File: src/rtl/ext_irq_pkg.sv
package ext_irq_pkg;

    typedef enum logic [1:0] {
        SENSE_LOW  = 2'b00,
        SENSE_ANY  = 2'b01,
        SENSE_FALL = 2'b10,
        SENSE_RISE = 2'b11
    } sense_t;

    typedef enum logic {
        FLG_IDLE = 1'b0,
        FLG_PEND = 1'b1
    } flag_st_t;

    localparam logic [1:0] ADDR_CTRL = 2'd0;
    localparam logic [1:0] ADDR_MASK = 2'd1;
    localparam logic [1:0] ADDR_FLAG = 2'd2;

endpackage

File: src/rtl/sync_cell.sv
module sync_cell #(
    parameter int W = 1
) (
    input  logic         clk,
    input  logic         rst_n,
    input  logic [W-1:0] d,
    output logic [W-1:0] q
);
    logic [W-1:0] meta_q;

    always_ff @(posedge clk or negedge rst_n) begin
        if (!rst_n) begin
            meta_q <= '0;
            q      <= '0;
        end else begin
            meta_q <= d;
            q      <= meta_q;
        end
    end
endmodule

File: src/rtl/irq_flag_fsm.sv
module irq_flag_fsm
    import ext_irq_pkg::*;
(
    input  logic clk,
    input  logic rst_n,
    input  logic set,
    input  logic clr,
    output logic pend
);
    flag_st_t state_q, state_d;

    always_ff @(posedge clk or negedge rst_n) begin
        if (!rst_n) state_q <= FLG_IDLE;
        else        state_q <= state_d;
    end

    always_comb begin
        state_d = state_q;
        unique case (state_q)
            FLG_IDLE: if (set)         state_d = FLG_PEND;
            FLG_PEND: if (clr && !set) state_d = FLG_IDLE;
        endcase
    end

    always_comb begin
        pend = (state_q == FLG_PEND);
    end


    set_latch_chk: assert property (@(posedge clk) disable iff (!rst_n)
        set |=> pend);


    pend_clr_chk: assert property (@(posedge clk) disable iff (!rst_n)
        (pend && clr && !set) |=> !pend);
endmodule

File: src/rtl/ext_sense.sv
module ext_sense
    import ext_irq_pkg::*;
(
    input  logic   clk,
    input  logic   rst_n,
    input  logic   pin_raw,
    input  logic   pin_s,
    input  sense_t mode,
    input  logic   mode_wr,
    input  logic   clr,
    output logic   active,
    output logic   wake_lvl
);
    logic prev_q;
    logic evt;
    logic pend;

    always_ff @(posedge clk or negedge rst_n) begin
        if (!rst_n) prev_q <= 1'b0;
        else        prev_q <= pin_s;
    end

    always_comb begin
        evt = 1'b0;
        unique case (mode)
            SENSE_LOW:  evt = 1'b0;
            SENSE_ANY:  evt = pin_s ^ prev_q;
            SENSE_FALL: evt = prev_q & ~pin_s;
            SENSE_RISE: evt = ~prev_q & pin_s;
        endcase
        if (mode_wr) evt = 1'b0;
    end

    irq_flag_fsm u_flag (
        .clk   (clk),
        .rst_n (rst_n),
        .set   (evt),
        .clr   (clr),
        .pend  (pend)
    );

    assign active   = (mode == SENSE_LOW) ? ~pin_s : pend;
    assign wake_lvl = (mode == SENSE_LOW) & ~pin_raw;


    no_mode_wr_evt_chk: assert property (@(posedge clk) disable iff (!rst_n)
        mode_wr |-> !evt);


    level_no_flag_chk: assert property (@(posedge clk) disable iff (!rst_n)
        (mode == SENSE_LOW) |-> !evt);
endmodule

File: src/rtl/pc_detect.sv
module pc_detect #(
    parameter int N = 16
) (
    input  logic         clk,
    input  logic         rst_n,
    input  logic [N-1:0] pc_raw,
    input  logic [N-1:0] pc_s,
    input  logic [N-1:0] mask,
    input  logic         clr,
    output logic         pend,
    output logic         wake_pc
);
    logic [N-1:0] prev_q;
    logic         evt;

    always_ff @(posedge clk or negedge rst_n) begin
        if (!rst_n) prev_q <= '0;
        else        prev_q <= pc_s;
    end

    assign evt     = |((pc_s ^ prev_q) & mask);
    assign wake_pc = (|((pc_raw ^ prev_q) & mask)) | pend;

    irq_flag_fsm u_flag (
        .clk   (clk),
        .rst_n (rst_n),
        .set   (evt),
        .clr   (clr),
        .pend  (pend)
    );


    mask_zero_chk: assert property (@(posedge clk) disable iff (!rst_n)
        (mask == '0) |-> !evt);
endmodule

File: src/rtl/ext_irq_sense.sv
module ext_irq_sense
    import ext_irq_pkg::*;
#(
    parameter int N_EXT = 2,
    parameter int N_PC  = 16
) (
    input  logic                    clk,
    input  logic                    rst_n,
    input  logic [N_EXT-1:0]        ext_pin,
    input  logic [N_PC-1:0]         pc_pin,
    input  logic                    global_ie,
    input  logic                    wr_en,
    input  logic [1:0]              wr_addr,
    input  logic [N_PC-1:0]         wr_data,
    input  logic [1:0]              rd_addr,
    output logic [N_PC-1:0]         rd_data,
    input  logic [N_EXT:0]          ack,
    output logic [N_EXT:0]          irq_req,
    output logic                    wake
);
    localparam int NSRC   = N_EXT + 1;
    localparam int CTRL_W = 3 * N_EXT + 1;
    localparam int EN_LO  = 2 * N_EXT;
    localparam int PC_EN  = 3 * N_EXT;

    logic [CTRL_W-1:0] ctrl_q;
    logic [N_PC-1:0]   mask_q;
    logic [N_EXT-1:0]  ext_s;
    logic [N_PC-1:0]   pc_s;
    logic [NSRC-1:0]   clr;
    logic [NSRC-1:0]   active;
    logic [NSRC-1:0]   enable;
    logic [N_EXT-1:0]  wake_lvl;
    logic              wake_pc;
    logic              ctrl_wr;

    assign ctrl_wr = wr_en && (wr_addr == ADDR_CTRL);

    always_ff @(posedge clk or negedge rst_n) begin
        if (!rst_n) begin
            ctrl_q <= '0;
            mask_q <= '0;
        end else if (wr_en) begin
            if (wr_addr == ADDR_CTRL) ctrl_q <= wr_data[CTRL_W-1:0];
            if (wr_addr == ADDR_MASK) mask_q <= wr_data;
        end
    end

    always_comb begin
        clr = ack;
        if (wr_en && (wr_addr == ADDR_FLAG)) clr = clr | wr_data[NSRC-1:0];
    end

    sync_cell #(.W(N_EXT)) u_sync_ext (.clk(clk), .rst_n(rst_n), .d(ext_pin), .q(ext_s));
    sync_cell #(.W(N_PC))  u_sync_pc  (.clk(clk), .rst_n(rst_n), .d(pc_pin),  .q(pc_s));

    for (genvar i = 0; i < N_EXT; i++) begin : g_ext
        ext_sense u_sense (
            .clk      (clk),
            .rst_n    (rst_n),
            .pin_raw  (ext_pin[i]),
            .pin_s    (ext_s[i]),
            .mode     (sense_t'(ctrl_q[2*i +: 2])),
            .mode_wr  (ctrl_wr),
            .clr      (clr[i]),
            .active   (active[i]),
            .wake_lvl (wake_lvl[i])
        );
        assign enable[i] = ctrl_q[EN_LO + i];
    end

    pc_detect #(.N(N_PC)) u_pc (
        .clk     (clk),
        .rst_n   (rst_n),
        .pc_raw  (pc_pin),
        .pc_s    (pc_s),
        .mask    (mask_q),
        .clr     (clr[N_EXT]),
        .pend    (active[N_EXT]),
        .wake_pc (wake_pc)
    );
    assign enable[N_EXT] = ctrl_q[PC_EN];

    assign irq_req = global_ie ? (active & enable) : '0;
    assign wake    = (|(wake_lvl & enable[N_EXT-1:0])) | (wake_pc & enable[N_EXT]);

    always_comb begin
        rd_data = '0;
        unique case (rd_addr)
            ADDR_CTRL: rd_data = N_PC'(ctrl_q);
            ADDR_MASK: rd_data = mask_q;
            ADDR_FLAG: rd_data = N_PC'(active);
            default:   rd_data = '0;
        endcase
    end


    gate_ie_chk: assert property (@(posedge clk) disable iff (!rst_n)
        (irq_req != '0) |-> global_ie);


    gate_en_chk: assert property (@(posedge clk) disable iff (!rst_n)
        ((irq_req & ~enable) == '0));
endmodule

File: config.mk
export PLATFORM = sky130hd
export DESIGN_NAME = ext_irq_sense
export DESIGN_NICKNAME = d
export VERILOG_FILES = /design/src/rtl/ext_irq_pkg.sv /design/src/rtl/sync_cell.sv /design/src/rtl/irq_flag_fsm.sv /design/src/rtl/ext_sense.sv /design/src/rtl/pc_detect.sv /design/src/rtl/ext_irq_sense.sv
export SDC_FILE = /design/constraint.sdc
export NUM_CORES = 1
export LEC_CHECK = 0
export ABC_AREA = 1
export BUFFER_PORTS_ARGS = -buffer_cell sky130_fd_sc_hd__buf_2
export CAP_MARGIN = 0
export CELL_PAD_IN_SITES_DETAIL_PLACEMENT = 1
export CELL_PAD_IN_SITES_GLOBAL_PLACEMENT = 1
export CORE_ASPECT_RATIO = 1.75
export CORE_MARGIN = 5
export CORE_UTILIZATION = 35
export CTS_BUF_LIST = sky130_fd_sc_hd__clkbuf_8 sky130_fd_sc_hd__clkbuf_16
export DETAILED_ROUTE_END_ITERATION = 16
export GPL_TIMING_DRIVEN = 0
export PLACE_DENSITY = 0.72
export REMOVE_ABC_BUFFERS = 1
export SYNTH_ARGS = -nofsm -noshare
export SYNTH_HDL_FRONTEND = slang
export SYNTH_SLANG_ARGS = --single-unit
File: constraint.sdc
create_clock -name clk -period 1.69 [get_ports clk]
set_clock_uncertainty 0.2 [all_clocks]
set_input_delay 0.169 -clock clk [delete_from_list [all_inputs] [get_ports clk]]
set_output_delay 0.169 -clock clk [all_outputs]
set_load 0.03 [all_outputs]
# Word-level counts from Yosys, hierarchy flattened

Cells that the tools add are included.

Register bits after elaboration: 80
Bits of input ports: 45
Output and inout bits: 20
Logic and storage cells: 84

Equal/unequal tests: 10
Muxes and demuxes: 18
Bitwise gates (word level): 27
Reduce and logical (&&, ||, !) cells: 17

Operator list:

| kind                                                | number |
|---|---|
| one-hot mux 16 bit (3 select lines)                 | 1 |
| bitwise AND 16 bit                                  | 2 |
| OR reduction 16 bit                                 | 2 |
| bitwise XOR 16 bit                                  | 2 |
| equality test 2 bit, second input constant          | 6 |
| 2-to-1 mux 1 bit                                    | 10 |
| NOT 1 bit                                           | 9 |
| equality test 2 x 1 -> 1 bit, second input constant | 4 |
| zero test 2 bit                                     | 4 |
| one-hot mux 1 bit (4 select lines)                  | 2 |
| bitwise AND 1 bit                                   | 7 |
| 2-to-1 mux 3 bit                                    | 2 |
| one-hot mux 1 bit (2 select lines)                  | 3 |
| logical AND 1 bit                                   | 5 |
| AND reduction 2 bit                                 | 2 |
| bitwise AND 3 bit                                   | 1 |
| zero test 1 bit                                     | 3 |
| OR 3 bit                                            | 1 |
| bitwise AND 2 bit                                   | 1 |
| OR 1 bit                                            | 2 |
| OR reduction 2 bit                                  | 1 |
| bitwise XOR 1 bit                                   | 2 |

# Longest topological paths before layout

Gate-level depths: netlist (run 1).

Word-level depth: 8
Depth in mapped cells: 10

# Hierarchy

Synthesis (run 1) repeated with hierarchy kept, for this count alone.

Cells, all modules: 429
Area, all modules: 3549.7 um^2

Modules (own cells, without submodules):

| module                 | times used | cells an instance | area an instance (um^2) | sequential area each (um^2) |
|---|---|---|---|---|
| ext_irq_sense          | 1          | 172               | 1251.2                  | 575.6 |
| pc_detect              | 1          | 166               | 1019.7                  | 400.4 |
| sync_cell (u_sync_pc)  | 1          | 32                | 800.8                   | 800.8 |
| ext_sense              | 2          | 20                | 128.9                   | 25.0 |
| irq_flag_fsm           | 3          | 5                 | 40.0                    | 25.0 |
| sync_cell (u_sync_ext) | 1          | 4                 | 100.1                   | 100.1 |

# Worst setup path after synthesis (run 1)

No wires, ideal clock.

Path type: reg2out
Start: register ctrl_q[1]
End: output irq_req[0]
Arrival: 1.196 ns
Slack: 0.125 ns
Stages on the path, launching flop included: 6
Buffers on the path: 0
Cells stage by stage: dfrtp_1 > nor2_1 > nor2_1 > a21oi_1 > nand2_1 > nor2_1

Longest elaborated chain between the ends: 4

RTL lines:

| element                  | line                | RTL |
|---|---|---|
| start: declaration       | ext_irq_sense.sv:26 | `logic [CTRL_W-1:0] ctrl_q;` |
| start signal: assignment | ext_irq_sense.sv:44 | `if (wr_addr == ADDR_CTRL) ctrl_q <= wr_data[CTRL_W-1:0];` |
| zero test 2 bit          | ext_sense.sv:42     | `assign active = (mode == SENSE_LOW) ? ~pin_s : pend;` |
| 2-to-1 mux 1 bit         | ext_sense.sv:42     |  |
| bitwise AND 3 bit        | ext_irq_sense.sv:84 | `assign irq_req = global_ie ? (active & enable) : '0;` |
| 2-to-1 mux 3 bit         | ext_irq_sense.sv:84 |  |
| end: declaration         | ext_irq_sense.sv:18 | `output logic [N_EXT:0] irq_req,` |

Every way passes these cells.

# Worst setup path after layout (run 1)

Start: register u_pc.prev_q[15]
End: output wake

Longest elaborated chain between the ends: 6

RTL lines:

| element                  | line                | RTL |
|---|---|---|
| start: declaration       | pc_detect.sv:13     | `logic [N-1:0] prev_q;` |
| start signal: assignment | pc_detect.sv:18     | `else prev_q <= pc_s;` |
| bitwise XOR 16 bit       | pc_detect.sv:22     | `assign wake_pc = (\|((pc_raw ^ prev_q) & mask)) \| pend;` |
| bitwise AND 16 bit       | pc_detect.sv:22     |  |
| OR reduction 16 bit      | pc_detect.sv:22     |  |
| OR 1 bit                 | pc_detect.sv:22     |  |
| bitwise AND 1 bit        | ext_irq_sense.sv:85 | `assign wake = (\|(wake_lvl & enable[N_EXT-1:0])) \| (wake_pc & enable[N_EXT]);` |
| OR 1 bit                 | ext_irq_sense.sv:85 |  |
| end: declaration         | ext_irq_sense.sv:19 | `output logic wake` |

Every way passes these cells.

==> results of run 1 <==
area by class of cell:
type	count	area share
multi-input combinational	223	0.246
clock inverter	5	0.0109
tap	120	0.0326
clock buffer	10	0.0518
inverter	54	0.0442
sequential	80	0.434
timing repair buffer	112	0.180
cells in the mapped netlist:
library cell	n	area share
sky130_fd_sc_hd__a21oi_1	21	0.032
sky130_fd_sc_hd__buf_2	5	0.0076
sky130_fd_sc_hd__clkinv_1	1	0.0011
sky130_fd_sc_hd__clkinv_2	1	0.0015
sky130_fd_sc_hd__dfrtp_1	80	0.61
sky130_fd_sc_hd__ha_1	4	0.015
sky130_fd_sc_hd__inv_1	45	0.051
sky130_fd_sc_hd__inv_2	7	0.0080
sky130_fd_sc_hd__nand2_1	74	0.085
sky130_fd_sc_hd__nand2_2	1	0.0019
sky130_fd_sc_hd__nand3_1	28	0.043
sky130_fd_sc_hd__nand3_2	2	0.0061
sky130_fd_sc_hd__nand4_1	4	0.0076
sky130_fd_sc_hd__nand4_2	1	0.0038
sky130_fd_sc_hd__nor2_1	43	0.049
sky130_fd_sc_hd__nor2_2	1	0.0019
sky130_fd_sc_hd__nor3_1	2	0.0030
sky130_fd_sc_hd__o211ai_1	4	0.0091
sky130_fd_sc_hd__o21ai_0	7	0.011
sky130_fd_sc_hd__o21ai_1	23	0.035
sky130_fd_sc_hd__or2_0	4	0.0076
sky130_fd_sc_hd__xor2_1	4	0.011
cell families after synthesis:
family	synth area share
flops	0.609
compound gates	0.0868
buf+inv	0.0697
simple gates	0.208
xor+xnor	0.0107
fa+ha+maj	0.0152
critical path, cell delays in order (launching register included):
cell,delay (ns)
sky130_fd_sc_hd__dfrtp_1,0.40
sky130_fd_sc_hd__inv_1,0.06
sky130_fd_sc_hd__nand2_1,0.06
sky130_fd_sc_hd__nand3_2,0.07
sky130_fd_sc_hd__nand2_2,0.05
sky130_fd_sc_hd__nor2_2,0.11
sky130_fd_sc_hd__nand2_1,0.06
sky130_fd_sc_hd__nor2_1,0.10
sky130_fd_sc_hd__nand2_1,0.06
sky130_fd_sc_hd__nand2_1,0.07
sky130_fd_sc_hd__nand2_1,0.07
sky130_fd_sc_hd__buf_6,0.14
what timing repair did:
action | 4_1_cts | 5_1_grt
setup buffers | 7 | 2
gates cloned | 0 | 0
hold buffers | 38 | 0
pin swaps | 6 | 9
endpoints found under the setup margin | 6 | 7
gates resized for setup | 19 | 16
hold endpoints to repair | 123 | 0
sequential cells by signal, summed over array words and instances, names as in the netlist:
name	cells
u_sync_ext.q	2
u_pc.prev_q	16
u_pc.u_flag.pend	1
u_sync_pc.meta_q	16
u_sync_ext.meta_q	2
u_sync_pc.q	16
g_ext.u_sense.prev_q	2
ctrl_q	7
g_ext.u_sense.u_flag.pend	2
mask_q	16
worst max path at each step:
stage	depth (start not counted)	endpoint	from	slack (ns)
final	11	wake	u_pc.prev_q[15]$_DFF_PN0_	-0.26
after CTS	11	wake	u_pc.prev_q[15]$_DFF_PN0_	-0.35
after floorplan	5	irq_req[0]	ctrl_q[1]$_DFFE_PN0N_	0.12
after detailed placement	6	irq_req[0]	ctrl_q[1]$_DFFE_PN0N_	-0.07
after global placement	1	u_pc.prev_q[2]$_DFF_PN0_	rst_n	-0.33
after global routing	11	wake	u_pc.prev_q[14]$_DFF_PN0_	-0.40
routing by layer:
layer,GRT usage,share of wire,routed length (um)
met1,0.182,0.38,3550
met2,0.315,0.56,5220
met3,0.0392,0.031,289
met4,0.0818,0.029,274
met5,0,0,0
where the power goes:
group | leakage [nW] | switching [mW] | internal, mW
clock | 0.147 | 0.738 | 1.16
combinational | 1.25 | 0.536 | 0.395
sequential | 0.932 | 0.146 | 2.08
total | 2.33 | 1.42 | 3.64
per-stage QoR:
step	cell area, um2	std cells	setup WS (ns)	hold WS [ns]	TNS [ns]
2_1_floorplan	3260	357	0.125	-0.327	0
3_3_place_gp	3730	541	-0.328	0.0941	-25.77
3_5_place_dp	3760	542	-0.0699	-0.195	-0.120
4_1_cts	4550	602	-0.346	0.0891	-0.871
5_1_grt	4610	604	-0.398	0.133	-1.17
6_report	4610	604	-0.256	0.121	-0.764
==> impl_metrics.yaml, run 1 <==
outcome:
  outcome: "complete, but fails checks"
  violations_in_the_final_reports: "negative setup slack"
critical_path:
  reg2regPathDepth: 7
  r2r-start: "u_pc.prev_q[14]$_DFF_PN0_"
  criticalPathCategory: "reg2out"
  data_required_time_at_the_worst_endpoint_ns: 1.32
  crit-reg2reg-capture: "u_pc.u_flag.pend$_DFF_PN0_"
  ff2ff_setup_slack_ns: 0.27
  critical_path_peak_fanout: 4
  critical_path.startpoint_type: "register"
  worst_ep_arrival_time_ns: 1.58
  endpoint_kind: "primary output"
floorplan:
  fp.dieW_um: 83.2
  placement_rows: 46
  start_util: 0.359
  die_h_um: 138
  floorplan.core_area_um2: 9150
  dieArea_um2: 11500
  ios: 65
place:
  place.detailed.hpwl_um: 6340
  globalplace.congestion: 0.841
  portBuffers: 64
route:
  detail_route.iter0.violations: 117
  drc: 0
  detail_route.first_pass.iterations: 4
  avgViaCountPerCell: 4.72
  drtAntennaViolNets: 0
  postRouteWirelength_um: 9330
  avgRoutedWirePerCell_um: 15.4
  vias: 2848
cts:
  cts_max_level: 3
  cts_tree: "built"
  path_clk_slew_ns: 0.06
  tritoncts.num_buffers: 9
  cts_root_buf: "sky130_fd_sc_hd__clkbuf_16"
  cts_sinks: 80
  clk-insertion-delay-late_ns: 0.34
  cts_buffer_depth: 2
hold_path:
  hold_class: "in2reg"
  end_of_the_worst_hold_path: "u_pc.u_flag.pend$_DFF_PN0_"
  min_delay_src: "ack[2]"
  min_delay_path_depth: 6
flow_run:
  max_cap_violations: 0
final_layout:
  seqCellArea_um2: 2000
  multi_input_area_um2: 1130
  area_growth_syn_to_layout_pct: 40.4
  layout.cells.most_common_list: "sky130_fd_sc_hd__dfrtp_1 (79), sky130_fd_sc_hd__nand2_1 (72), sky130_fd_sc_hd__buf_2 (56)"
  design.final.nets: 529
  final_layout_size_suffix_gt1_frac: 0.244
  fillerInstances: 1075
  layout_commonest_cell: "sky130_fd_sc_hd__dfrtp_1"
  final_core_util: 0.504
  insertedDiodeCount: 0
timing:
  fin_crit_ns: 1.95
  maxSlewViolCount: 0
  final.period_utilization: 1.15
  fmax_mhz: 514
  setup-violations-final: 5
  grt_setup_unrepaired: "yes"
  setup_ws_ns: -0.256
  relSlewSlack: 0.521
  worst-slew-pin-transition_ns: 0.717
  finalHoldViolations: 0
power:
  finalPower_mw: 5.06
  pwr_density_cell_nw_per_um2: 1100
  vdd.ir_drop.worst_mv: 0.551
  power.leakage_nw: 2.33
global_route:
  antenna_violations_before_repair: 0
  vias_in_the_first_global_route: 3196
  grt_usage: 0.172
  grt_max_degree: 75
  grt_overflow: 0
  grt_pass1_wl_um: 15500
synth:
  syn-mean-instance-area_um2: 9.08
  postSynthCellCount: 362
  yosysUniqueCellTypes: 22
  synth_area_um2: 3290
  synth-seq-area-share: 0.609
  synth_seq_cells: 80
  ys.warnings.count: 0
(Power assumes the default switching activity.)
==> run 2: changes to the inputs <==
--- a/config.mk
+++ b/config.mk
@@ -11,7 +11,6 @@
 export CELL_PAD_IN_SITES_DETAIL_PLACEMENT = 1
 export CELL_PAD_IN_SITES_GLOBAL_PLACEMENT = 1
 export CORE_ASPECT_RATIO = 1.75
-export CORE_MARGIN = 5
 export CORE_UTILIZATION = 35
 export CTS_BUF_LIST = sky130_fd_sc_hd__clkbuf_8 sky130_fd_sc_hd__clkbuf_16
 export DETAILED_ROUTE_END_ITERATION = 16
==> run 2 against run 1 <==
The flow still finishes with violations (negative setup slack). Die area fell by 15%. Sequential power barely moved. Setup slack got worse by 0.044 ns. Utilization rose by 0.22 points. Non-clock buffer count fell by 4. Critical path depth fell by 2. Clock-buffer cell count rose by 3. Design area fell by 0.19%. Highest routed layer unchanged.
==> impl_metrics.yaml, run 2 (same netlist as run 1, synthesis figures left out) <==
critical_path:
  endpoint_kind: "primary output"
  critical_path.slowest_cell: "sky130_fd_sc_hd__dfrtp_1"
  ff2ff_setup_slack_ns: 0.33
  worst_path_largest_cell_delay_ns: 0.41
  cell_breakdown_of_the_critical_path: "nor2_1 > nor2_1 > nand2_1 > nand4_2 > nor2_2 > nand2_1 > nand2_2 > nand2_2 > buf_6"
  criticalPathCategory: "reg2out"
  reg2regPathDepth: 4
  data_required_time_at_the_worst_endpoint_ns: 1.32
  critical_path_peak_fanout: 4
  worst_ep_arrival_time_ns: 1.62
  critical_path.startpoint_type: "register"
final_layout:
  post_layout_nonfiller_instances: 601
  design.final.nets: 525
  layout.cells.most_common_list: "sky130_fd_sc_hd__dfrtp_1 (78), sky130_fd_sc_hd__nand2_1 (71), sky130_fd_sc_hd__buf_2 (56)"
  insertedDiodeCount: 0
  fillerInstances: 1103
  final_layout_size_suffix_gt1_frac: 0.245
  layout_commonest_cell: "sky130_fd_sc_hd__dfrtp_1"
  area_growth_syn_to_layout_pct: 40.1
global_route:
  vias_in_the_first_global_route: 3082
  grt_overflow: 0
  grt_pass1_wl_um: 15000
  antenna_violations_before_repair: 0
  grt_max_degree: 65
  grt_usage: 0.213
floorplan:
  placement_rows: 46
  fp.dieW_um: 75.2
  dieArea_um2: 9790
  floorplan.core_area_um2: 9090
  die_h_um: 130
  ios: 65
  start_util: 0.361
timing:
  relSlewSlack: 0.528
  maxSlewViolCount: 0
  worst-slew-pin-transition_ns: 0.707
  grt_setup_unrepaired: "yes"
  finalHoldViolations: 0
  fmax_mhz: 503
  hold-worst-slack_ns: 0.0487
  setup-violations-final: 5
  setup_ws_ns: -0.299
  final.period_utilization: 1.18
  fin_crit_ns: 1.99
place:
  place.detailed.instances: 542
  globalplace.congestion: 0.783
  portBuffers: 64
  place.detailed.hpwl_um: 6260
power:
  finalPower_mw: 5.17
  power.leakage_nw: 2.32
  vdd.ir_drop.worst_mv: 0.637
  pwr_density_cell_nw_per_um2: 1120
cts:
  tritoncts.num_buffers: 9
  cts_root_buf: "sky130_fd_sc_hd__clkbuf_16"
  clk-insertion-delay-late_ns: 0.34
  cts_max_level: 3
  cts_buffer_depth: 2
  cts_tree: "built"
  path_clk_slew_ns: 0.06
  cts_sinks: 80
flow_run:
  max_cap_violations: 0
route:
  drtAntennaViolNets: 0
  postRouteWirelength_um: 9180
  avgRoutedWirePerCell_um: 15.3
  drc: 0
  avgViaCountPerCell: 4.77
  vias: 2864
  detail_route.first_pass.iterations: 4
  detail_route.iter0.violations: 133
hold_path:
  hold_class: "in2async"
outcome:
  outcome: "complete, but fails checks"
  violations_in_the_final_reports: "negative setup slack"
[run 2: layout make-up]
class,count,area [um2],area share
clock buffers,13,280,0.0609
clock inverters,3,38.8,0.00843
inverters,54,204,0.0443
multi-input cells,223,1130,0.245
flip-flops and latches,80,2000,0.435
well taps,120,150,0.0326
repair buffers,108,798,0.173
[run 2: path summary, 6_finish.rpt]
check,start,end
min in group clk,wr_addr[1],g_ext[0].u_sense.u_flag.pend$_DFF_PN0_
max in group asynchronous,rst_n,ctrl_q[3]$_DFFE_PN0N_
worst min-delay path,rst_n,u_sync_ext.meta_q[1]$_DFF_PN0_
worst min register to register,u_sync_pc.meta_q[5]$_DFF_PN0_,u_sync_pc.q[5]$_DFF_PN0_
worst max-delay path,u_pc.prev_q[7]$_DFF_PN0_,wake
worst max register to register,u_pc.prev_q[8]$_DFF_PN0_,u_pc.u_flag.pend$_DFF_PN0_
[run 2: critical path: cells and delay by family, from the launching register on]
kind	cells	cell delay, ns
buffers and inverters	1	0.14
DFF	1	0.41
and+or+nand+nor	8	0.72
[run 2: layer usage]
layer  vias to the layer above  wire length (um)  global-route usage
li1                       1374                 -                   -
met1                      1407              3400               0.231
met2                        63              5170               0.379
met3                        20               323              0.0494
met4                         0               292               0.106
met5                         -                 0                   0
[run 2: metrics by stage]
step / TNS, ns / util / setup WS (ns) / cell area [um2]
after detailed placement: -0.0306 / 0.414 / -0.0306 / 3760
after global placement: -24.58 / 0.410 / -0.313 / 3730
after CTS: -0.860 / 0.503 / -0.355 / 4570
after floorplan: 0 / - / 0.125 / 3260
after global routing: -1.15 / 0.506 / -0.449 / 4600
final: -0.716 / 0.506 / -0.299 / 4600
[run 2: power by group]
group / internal, mW / leakage, nW / switching [mW]
combinational: 0.378 / 1.22 / 0.534
sequential: 2.09 / 0.931 / 0.145
clock: 1.30 / 0.163 / 0.735
[run 2: what timing repair did]
| action | in CTS | in global routing |
|---|---|---|
| setup endpoints to repair | 6 | 6 |
| hold endpoints to repair | 123 | 0 |
| hold buffers | 37 | 0 |
| pin swaps | 9 | 11 |
| gates resized for setup | 24 | 10 |
| setup buffers | 6 | 1 |
